==> src/rtl/shctr_pkg.sv <==
package shctr_pkg;
  typedef enum logic [3:0] {
    A_INFO    = 4'h0,
    A_CTL     = 4'h1,
    A_CNT_LO  = 4'h2,
    A_CNT_HI  = 4'h3,
    A_CMP_LO  = 4'h4,
    A_CMP_HI  = 4'h5,
    A_PEND    = 4'h6,
    A_SEL     = 4'h7,
    A_XCMP_LO = 4'h8,
    A_XCMP_HI = 4'h9,
    A_XPEND   = 4'hA
  } reg_addr_e;

  function automatic logic [63:0] width_mask(input int w);
    logic [63:0] m;
    m = '0;
    for (int i = 0; i < 64; i++) if (i < w) m[i] = 1'b1;
    return m;
  endfunction
endpackage

==> src/rtl/shctr_count.sv <==
module shctr_count #(
  parameter int CNT_W = 48
) (
  input  logic        clk,
  input  logic        rst_n,
  input  logic        halt,
  input  logic        wr_lo,
  input  logic        wr_hi,
  input  logic [31:0] wdata,
  output logic [63:0] cnt
);
  localparam logic [63:0] CMASK = shctr_pkg::width_mask(CNT_W);

  logic [63:0] cnt_q, cnt_d;

  always_comb begin
    cnt_d = cnt_q;
    if (wr_lo)      cnt_d = {cnt_q[63:32], wdata};
    else if (wr_hi) cnt_d = {wdata, cnt_q[31:0]};
    else if (!halt) cnt_d = cnt_q + 64'd1;
  end

  always_ff @(posedge clk) begin
    if (!rst_n) cnt_q <= '0;
    else        cnt_q <= cnt_d & CMASK;
  end

  assign cnt = cnt_q;


  count_step_chk: assert property (@(posedge clk) disable iff (!rst_n)
    (!halt && !wr_lo && !wr_hi) |=> (((cnt_q - $past(cnt_q)) & CMASK) == 64'd1));

  count_hold_chk: assert property (@(posedge clk) disable iff (!rst_n)
    (halt && !wr_lo && !wr_hi) |=> $stable(cnt_q));

  count_wrap_chk: assert property (@(posedge clk) disable iff (!rst_n)
    (!halt && !wr_lo && !wr_hi && cnt_q == CMASK) |=> (cnt_q == 64'd0));

  count_range_chk: assert property (@(posedge clk) disable iff (!rst_n)
    ((cnt_q & ~CMASK) == 64'd0));
endmodule

==> src/rtl/shctr_slot.sv <==
module shctr_slot #(
  parameter int CNT_W = 48
) (
  input  logic        clk,
  input  logic        rst_n,
  input  logic [63:0] cnt,
  input  logic        wr_lo,
  input  logic        wr_hi,
  input  logic [31:0] wdata,
  output logic [63:0] cmp,
  output logic        pend
);
  localparam logic [63:0] CMASK = shctr_pkg::width_mask(CNT_W);

  logic [63:0] cmp_q, cmp_d;
  logic        pend_q;

  always_comb begin
    cmp_d = cmp_q;
    if (wr_lo) cmp_d[31:0]  = wdata;
    if (wr_hi) cmp_d[63:32] = wdata;
  end

  always_ff @(posedge clk) begin
    if (!rst_n) begin
      cmp_q  <= CMASK;
      pend_q <= 1'b0;
    end else begin
      cmp_q <= cmp_d & CMASK;
      if (wr_lo || wr_hi)    pend_q <= 1'b0;
      else if (cnt == cmp_q) pend_q <= 1'b1;
    end
  end

  assign cmp  = cmp_q;
  assign pend = pend_q;


  pend_cause_chk: assert property (@(posedge clk) disable iff (!rst_n)
    $rose(pend_q) |-> $past(cnt == cmp_q));

  pend_sticky_chk: assert property (@(posedge clk) disable iff (!rst_n)
    (pend_q && !wr_lo && !wr_hi) |=> pend_q);

  pend_clear_chk: assert property (@(posedge clk) disable iff (!rst_n)
    (wr_lo || wr_hi) |=> !pend_q);
endmodule

==> src/rtl/shctr_timer.sv <==
module shctr_timer #(
  parameter int NCORE  = 4,
  parameter int WFIELD = 4,
  localparam int CORE_W = (NCORE > 1) ? $clog2(NCORE) : 1,
  localparam int CNT_W  = 32 + 4 * WFIELD
) (
  input  logic              clk,
  input  logic              rst_n,
  input  logic              req_valid,
  input  logic              req_write,
  input  logic [CORE_W-1:0] req_core,
  input  logic [3:0]        req_addr,
  input  logic [31:0]       req_wdata,
  output logic              rsp_valid,
  output logic [31:0]       rsp_rdata,
  output logic [NCORE-1:0]  timer_pend
);
  import shctr_pkg::*;

  logic              wr, rd;
  logic              halt_q;
  logic [63:0]       cnt;
  logic [63:0]       cmp_w [NCORE];
  logic [CORE_W-1:0] sel_q [NCORE];
  logic [CORE_W-1:0] tgt;
  logic [31:0]       rdata_d, rdata_q;
  logic              rsp_q;

  assign wr  = req_valid && req_write;
  assign rd  = req_valid && !req_write;
  assign tgt = sel_q[req_core];

  always_ff @(posedge clk) begin
    if (!rst_n)                        halt_q <= 1'b0;
    else if (wr && req_addr == A_CTL)  halt_q <= req_wdata[0];
  end

  shctr_count #(.CNT_W(CNT_W)) u_count (
    .clk   (clk),
    .rst_n (rst_n),
    .halt  (halt_q),
    .wr_lo (wr && req_addr == A_CNT_LO),
    .wr_hi (wr && req_addr == A_CNT_HI),
    .wdata (req_wdata),
    .cnt   (cnt)
  );

  for (genvar c = 0; c < NCORE; c++) begin : g_core
    logic own, via;
    assign own = wr && (req_core == CORE_W'(c));
    assign via = wr && (tgt == CORE_W'(c));

    always_ff @(posedge clk) begin
      if (!rst_n)                              sel_q[c] <= '0;
      else if (own && req_addr == A_SEL)       sel_q[c] <= req_wdata[CORE_W-1:0];
    end

    shctr_slot #(.CNT_W(CNT_W)) u_slot (
      .clk   (clk),
      .rst_n (rst_n),
      .cnt   (cnt),
      .wr_lo ((own && req_addr == A_CMP_LO) || (via && req_addr == A_XCMP_LO)),
      .wr_hi ((own && req_addr == A_CMP_HI) || (via && req_addr == A_XCMP_HI)),
      .wdata (req_wdata),
      .cmp   (cmp_w[c]),
      .pend  (timer_pend[c])
    );
  end

  always_comb begin
    rdata_d = '0;
    case (req_addr)
      A_INFO:    rdata_d = {20'd0, 4'(NCORE - 1), 4'd0, 4'(WFIELD)};
      A_CTL:     rdata_d = {31'd0, halt_q};
      A_CNT_LO:  rdata_d = cnt[31:0];
      A_CNT_HI:  rdata_d = cnt[63:32];
      A_CMP_LO:  rdata_d = cmp_w[req_core][31:0];
      A_CMP_HI:  rdata_d = cmp_w[req_core][63:32];
      A_PEND:    rdata_d = {31'd0, timer_pend[req_core]};
      A_SEL:     rdata_d = 32'(tgt);
      A_XCMP_LO: rdata_d = cmp_w[tgt][31:0];
      A_XCMP_HI: rdata_d = cmp_w[tgt][63:32];
      A_XPEND:   rdata_d = {31'd0, timer_pend[tgt]};
      default:   rdata_d = '0;
    endcase
  end

  always_ff @(posedge clk) begin
    if (!rst_n) begin
      rsp_q   <= 1'b0;
      rdata_q <= '0;
    end else begin
      rsp_q <= rd;
      if (rd) rdata_q <= rdata_d;
    end
  end

  assign rsp_valid = rsp_q;
  assign rsp_rdata = rdata_q;


  rsp_after_read_chk: assert property (@(posedge clk) disable iff (!rst_n)
    rd |=> rsp_valid);

  no_rsp_on_write_chk: assert property (@(posedge clk) disable iff (!rst_n)
    !rd |=> !rsp_valid);

  hi_clean_chk: assert property (@(posedge clk) disable iff (!rst_n)
    (rd && req_addr == A_CNT_HI) |=> ((rsp_rdata >> (CNT_W - 32)) == 32'd0));

  pend_field_chk: assert property (@(posedge clk) disable iff (!rst_n)
    (rd && (req_addr == A_PEND || req_addr == A_XPEND)) |=> (rsp_rdata[31:1] == 31'd0));
endmodule

==> config.mk <==
export PLATFORM = sky130hd
export DESIGN_NAME = shctr_timer
export DESIGN_NICKNAME = d
export VERILOG_FILES = /design/src/rtl/shctr_pkg.sv /design/src/rtl/shctr_count.sv /design/src/rtl/shctr_slot.sv /design/src/rtl/shctr_timer.sv
export SDC_FILE = /design/constraint.sdc
export NUM_CORES = 1
export LEC_CHECK = 0
export BUFFER_PORTS_ARGS = -buffer_cell sky130_fd_sc_hd__buf_2
export CAP_MARGIN = 20
export CORE_MARGIN = 2
export CORE_UTILIZATION = 45
export CTS_BUF_LIST = sky130_fd_sc_hd__clkbuf_4 sky130_fd_sc_hd__clkbuf_8 sky130_fd_sc_hd__clkbuf_16
export DETAILED_ROUTE_END_ITERATION = 6
export MAX_ROUTING_LAYER = met4
export SYNTH_ARGS = -nofsm -noshare
export SYNTH_HDL_FRONTEND = slang
export SYNTH_SLANG_ARGS = --single-unit
==> constraint.sdc <==
create_clock -name clk -period 3.34 [get_ports clk]
set_clock_uncertainty 0.2 [all_clocks]
set_input_delay 0.334 -clock clk [delete_from_list [all_inputs] [get_ports clk]]
set_output_delay 0.334 -clock clk [all_outputs]
set_load 0.01 [all_outputs]
After elaboration in Yosys (flattened, before gate mapping)
Memories as Yosys holds them, arrays and structs flattened.
Index checks and enable logic that the tools add are counted.
{ "word_totals": {"regBits": 278, "ramBits": 8, "out_inout_bits": 37, "wordCells": 140, "mem_count": 1} }
{ "mem_list": {"columns": ["name", "depth", "word_bits", "rd", "rd_ports_with_merged_regs", "write_ports", "line_no", "source"], "rows": [
  ["sel_q", 4, 2, 1, 0, 4, "shctr_timer.sv:24", "logic [CORE_W-1:0] sel_q [NCORE];"]
]} }
{ "op_classes": {"addsub": 1, "n_lt_le_gt_ge": 4, "eq_ne": 23, "muxes": 31, "bitwise": 8, "n_reduce_logical": 55} }
{ "ops": {"columns": ["cell", "n"], "rows": [
  ["$pmux W32 S11", 1],
  ["$bmux W64 S2", 2],
  ["$mux W64", 4],
  ["$eq A48 B48 Y1", 4],
  ["$mux W48", 2],
  ["$add A48 B1 Y48 const B", 1],
  ["$logic_and A1 B1 Y1", 33],
  ["$mux W32", 1],
  ["$eq A4 B3 Y1 const B", 4],
  ["$mux W1", 15],
  ["$eq A4 B4 Y1 const B", 3],
  ["$logic_or A1 B1 Y1", 12],
  ["$eq A2 B2 Y1 const B", 4],
  ["$eq A4 B2 Y1 const B", 2],
  ["$mux W2", 4],
  ["$reduce_or A2 Y1", 4],
  ["$ge A3 B3 Y1 const B", 2],
  ["$lt A2 B3 Y1 const B", 2],
  ["$ne A2 B1 Y1 const B", 3],
  ["$not A2 Y3", 2],
  ["$bmux W1 S2", 2],
  ["$eq A2 B1 Y1 const B", 2],
  ["$eq A4 B1 Y1 const B", 1],
  ["$logic_not A2 Y1", 2],
  ["other kinds (5)", 10]
]} }

Logic depth before layout (Yosys ltp)
{ "logic_depth": {"depth_word": 7, "depth_mapped": 10, "depth_no_buf": 6} }

Modules after synthesis
From an unflattened synthesis, not the netlist that was laid out.
{ "hier_totals": {"cells_unflattened": 1998, "hier_area_um2": 18984.5} }
{ "modules_own_cells": {"columns": ["mod", "n_inst", "cells_per_inst", "area_each_um2", "seq_area_each_um2"], "rows": [
  ["shctr_slot", 4, 245, 2406.1, 980.9],
  ["shctr_timer", 1, 601, 6174.7, 920.9],
  ["shctr_count", 1, 417, 3185.6, 960.9]
]} }

Least setup slack after synthesis
Ideal clock, no wire load.
{ "synth_timing": {"kind": "input -> register", "from": "input req_core[1]", "to": "register rdata_q[21], in the netlist rsp_rdata[21]", "setup_ns": 0.124, "arrival_time_ns": 2.135, "required_time_ns": 3.016, "setup_slack_ns": 0.881, "cell_stages": 7, "path_buffers": 4, "path_cell_list": "buf_2 > buf_4 > buf_2 > buf_2 > mux4_2 > a221oi_1 > a21oi_1"} }
{ "synth_between": {"elab_chain_cells": 6, "word_cells_on_any_way": 10, "cone_classes": "mux: 7; bitwise: 2; memory: 1"} }
{ "synth_lines": {"columns": ["item", "line_no", "source"], "rows": [
  ["from (decl)", "shctr_timer.sv:11", "input logic [CORE_W-1:0] req_core,"],
  ["$mem_v2 Z4 W2", null, null],
  ["$not A2 Y3 (implied by the code)", "shctr_timer.sv:81, shctr_timer.sv:82", null],
  ["$bmux W64 S2", "shctr_timer.sv:81, shctr_timer.sv:82", null],
  ["$mux W64 (implied by the code) (2 in a row)", "shctr_timer.sv:82", "A_XCMP_HI: rdata_d = cmp_w[tgt][63:32];"],
  ["$pmux W32 S11 (*)", "shctr_timer.sv:72", "case (req_addr)"],
  ["to (signal assigned)", "shctr_timer.sv:94", "if (rd) rdata_q <= rdata_d;"],
  ["to (decl)", "shctr_timer.sv:26", "logic [31:0] rdata_d, rdata_q;"]
]} }
Every way passes the cells marked *; elsewhere a longest branch is shown, timed or not. The select of a mux whose other input is x is not followed.
A chain may end at the register's enable or synchronous reset.

Worst setup path after layout
{ "layout_timing": {"from": "register u_count.cnt_q[1], in the netlist u_count.cnt[1]", "to": "register u_count.cnt_q[45], in the netlist u_count.cnt[45]"} }
{ "layout_between": {"elab_chain_cells": 3} }
{ "layout_lines": {"columns": ["item", "line_no", "source"], "rows": [
  ["from (decl)", "shctr_count.sv:14", "logic [63:0] cnt_q, cnt_d;"],
  ["from (signal assigned)", "shctr_count.sv:25", "else cnt_q <= cnt_d & CMASK;"],
  ["$add A48 B1 Y48", "shctr_count.sv:20", "else if (!halt) cnt_d = cnt_q + 64'd1;"],
  ["$mux W48", "shctr_count.sv:20", null],
  ["$mux W48", "shctr_count.sv:19", "else if (wr_hi) cnt_d = {wdata, cnt_q[31:0]};"]
]} }
No other way between the ends. The select of a mux whose other input is x is not followed.

==> run_results.csv <==
group,metric,value,unit
detailed_routing,drt-total-wl,75520,um
power_and_ir_drop,p_leak,7.749,nW
cells_and_area,syn2layout_area_growth,14.15,%
timing,whs,20.43,ps
min_path,hold_path_end,"g_core[3].u_slot.cmp[11]",
clock_tree,root_buffer,"clkbuf_16",
status,status,"finished, final reports clean",
min_path,worstHoldPathType,"in2reg",
placed_design,place.gp.congestion,1.038,
placed_design,placement.io_buffers,78,
synth,synth.avg_cell_area,8.100,um^2
synth,synthTopCellsByArea,"dfxtp_1 32%, nand2_1 12%, xnor2_1 10%",
grt,gr-usage-met1,0.5460,
cells_and_area,layout_common_cells,"566 x nand2_1, 278 x dfxtp_1, 219 x nand3_1",
floorplan,placementRows,71,
synth,yosys_warnings,0,
timing,hold_viol,0,
floorplan,die_area,39740,um^2
critical_path,r2r_slack,480,ps
floorplan,die_h,199.4,um
clock_tree,cts_tree,"built",
clock_tree,cts_buffers,36,
synth,synth-async-reset-ratio,0,
synth,yosys.area.top_type,"dfxtp_1",
synth,synth-edff-count,8,
synth,yosysSeqAreaShare,0.3381,
floorplan,dieWidth,199.4,um
cells_and_area,nFillCells,3671,
grt,top_usage_layer,"met2",
timing,timing.setup.tns,0,ps
timing,finalMaxSlewViolations,0,
timing,rsz0062_at_grt,"no",
synth,synth_cell_types,72,
critical_path,cp.required,3620,ps
synth,syn-num-nets,2163,
grt,grt_util_met2,0.5818,
timing,tightest_slew,1044,ps
synth,synth_area,17170,um^2
timing,slew_headroom,0.3039,
critical_path,cp_max_fo,14,
clock_tree,cts_setup_buffers,0,
min_path,whs_path_depth,3,
critical_path,rr_worst_depth,5,
grt,grt_pass1_vias,15240,
clock_tree,clock_sinks,286,
power_and_ir_drop,p_per_area,446.4,nW/um^2
floorplan,start_util,0.4559,
critical_path,cp-end-kind,"flop",
detailed_routing,wl_per_cell,28.24,um
grt,grt_max_degree,108,
timing,setup_ws,475.2,ps
min_path,hold_start,"req_wdata[11]",
floorplan,core_area,37670,um^2
detailed_routing,drtIter0Drc,2323,
timing,setup_viol,0,
detailed_routing,vias,16860,
grt,grt_pass1_wl,109000,um
critical_path,path_class,"reg2reg",
clock_tree,cts_max_path_buffers,3,
detailed_routing,drtAntennaViolNets,0,
placed_design,dpl-instance-area,18000,um^2
placed_design,place_ws,490.2,ps
grt,grt.total_usage,0.3933,
critical_path,regToRegEndpoint,"u_count.cnt[45]",
clock_tree,htree_levels,2,
grt,grt_antenna_before_repair,0,
run,maxCapViolCount,0,
timing,fmax,0.3491,GHz
synth,synthFlopType,"dfxtp_1",
synth,ys_ff_latch,286,
critical_path,critPathLaunchType,"flop",
clock_tree,clock_latency,570,ps
cells_and_area,final_common_cell,"nand2_1",
grt,grtUsageMet3,0.05435,
clock_tree,cts_resized,0,
cells_and_area,drive_gt1_frac,0.1508,
timing,period_share,0.8577,
floorplan,pin_count,79,
detailed_routing,dr.pass1.iters,5,
critical_path,rr_startpoint,"u_count.cnt[1]",
timing,period_needed,2865,ps
detailed_routing,drc,0,
cells_and_area,utilization,0.5204,
placed_design,dpl.hpwl,52800,um
cells_and_area,stdcell_area,19600,um^2
grt,globalRouteOverflowTotal,0,
synth,synth.top_cell.area_share,0.3241,
detailed_routing,vias_per_cell,6.306,
power_and_ir_drop,ir_drop,0.3761,mV
synth,syn_inst,2120,
critical_path,crit_arrival,3140,ps
clock_tree,clkTransAtPathRegs,70,ps
cells_and_area,layout.nets,2178,
## power breakdown
part	switching, mW	internal [mW]	leakage (nW)
Sequential	0.0623	3.47	2.33
Combinational	0.567	0.305	4.78
Clock	1.69	2.66	0.647
Total	2.32	6.43	7.75
## synthesized netlist by cell type (3+ instances only)
library cell,count
inv_1,9
a22o_1,6
mux4_2,75
buf_2,63
o22ai_1,8
xor2_1,19
nor4_1,19
o21ai_0,53
xnor2_1,204
mux2_2,4
a21oi_1,90
clkbuf_1,114
nor2_1,39
o31a_1,3
o311a_1,3
a221oi_1,18
nand2_1,567
nand3_1,219
and2_1,33
nor2b_1,5
and3_1,8
buf_4,31
a2111oi_0,11
edfxtp_1,8
nand2b_1,3
a211oi_1,19
buf_1,4
o21ai_1,7
a22oi_1,20
buf_6,3
nor3_1,17
a31oi_1,10
mux2i_1,26
o211ai_1,4
dfxtp_1,278
nand4_1,69
and4_1,6
## timing repair
| action | CTS | global route |
|---|---|---|
| hold buffers | 31 | 0 |
| setup endpoints to repair | 0 | 0 |
| hold endpoints to repair | 181 | 0 |
## area by class of cell
class,count,area (um^2),share of cell area
diodes,1,2.502,0.0001277
flip-flops and latches,286,5806,0.2962
clock inverters,19,262.8,0.01340
well taps,511,639.4,0.03262
repair buffers,192,1473,0.07513
clock buffers,46,1031,0.05259
inverters,10,37.54,0.001915
multi-input cells,1609,10350,0.5281
## registers in the layout, indices dropped and copies added, names as in the netlist
signal and count:
u_count.cnt 48, rsp_valid 1, rsp_rdata 32, g_core.u_slot.cmp 192
g_core.u_slot.pend 4, sel_q 8, halt_q 1
## layer usage
| layer | wire (um) | part of all wire |
|---|---|---|
| met5 | 0 | 0 |
| met4 | 2923 | 0.039 |
| met3 | 7839 | 0.10 |
| met2 | 33180 | 0.44 |
| met1 | 31570 | 0.42 |
## critical path: stages (launching register included)
cell and delay, ps:
dfxtp_1 700, and4_1 330, nand4_2 150, or4_4 690
or4_1 510, a31oi_1 180
## through the flow
stage          cells  power (mW)
2_1_floorplan   2120       4.107
6_report        2674       8.751
4_1_cts         2673       8.747
3_5_place_dp    2577       4.426
5_1_grt         2673       8.940
3_3_place_gp    2577       4.423
## how the worst max path moves through the flow
stage	startpoint	end	slack [ps]	cells after the start
6_report	u_count.cnt[1]	u_count.cnt[45]	480	5
4_1_cts	u_count.cnt[14]	u_count.cnt[40]	470	6
3_5_place_dp	u_count.cnt[14]	u_count.cnt[40]	490	6
3_3_place_gp	u_count.cnt[14]	u_count.cnt[40]	500	6
5_1_grt	u_count.cnt[14]	u_count.cnt[40]	390	6
2_1_floorplan	req_core[1]	rsp_rdata[21]	880	7
## cell families (layout without fill, tap and decap cells)
logic type	count (synthesis)	in the layout	synth area share
xor gates and xnor gates	223	223	0.1137
DFF	286	286	0.3381
adders and majority gates	1	1	0.0007285
buffers and inverters	225	267	0.06186
other	0	1	0
AOI/OAI and AO/OA	270	270	0.09916
muxes	108	108	0.1183
and+or+nand+nor	1007	1007	0.2682
Note: power is estimated with default switching activity, not from simulation.
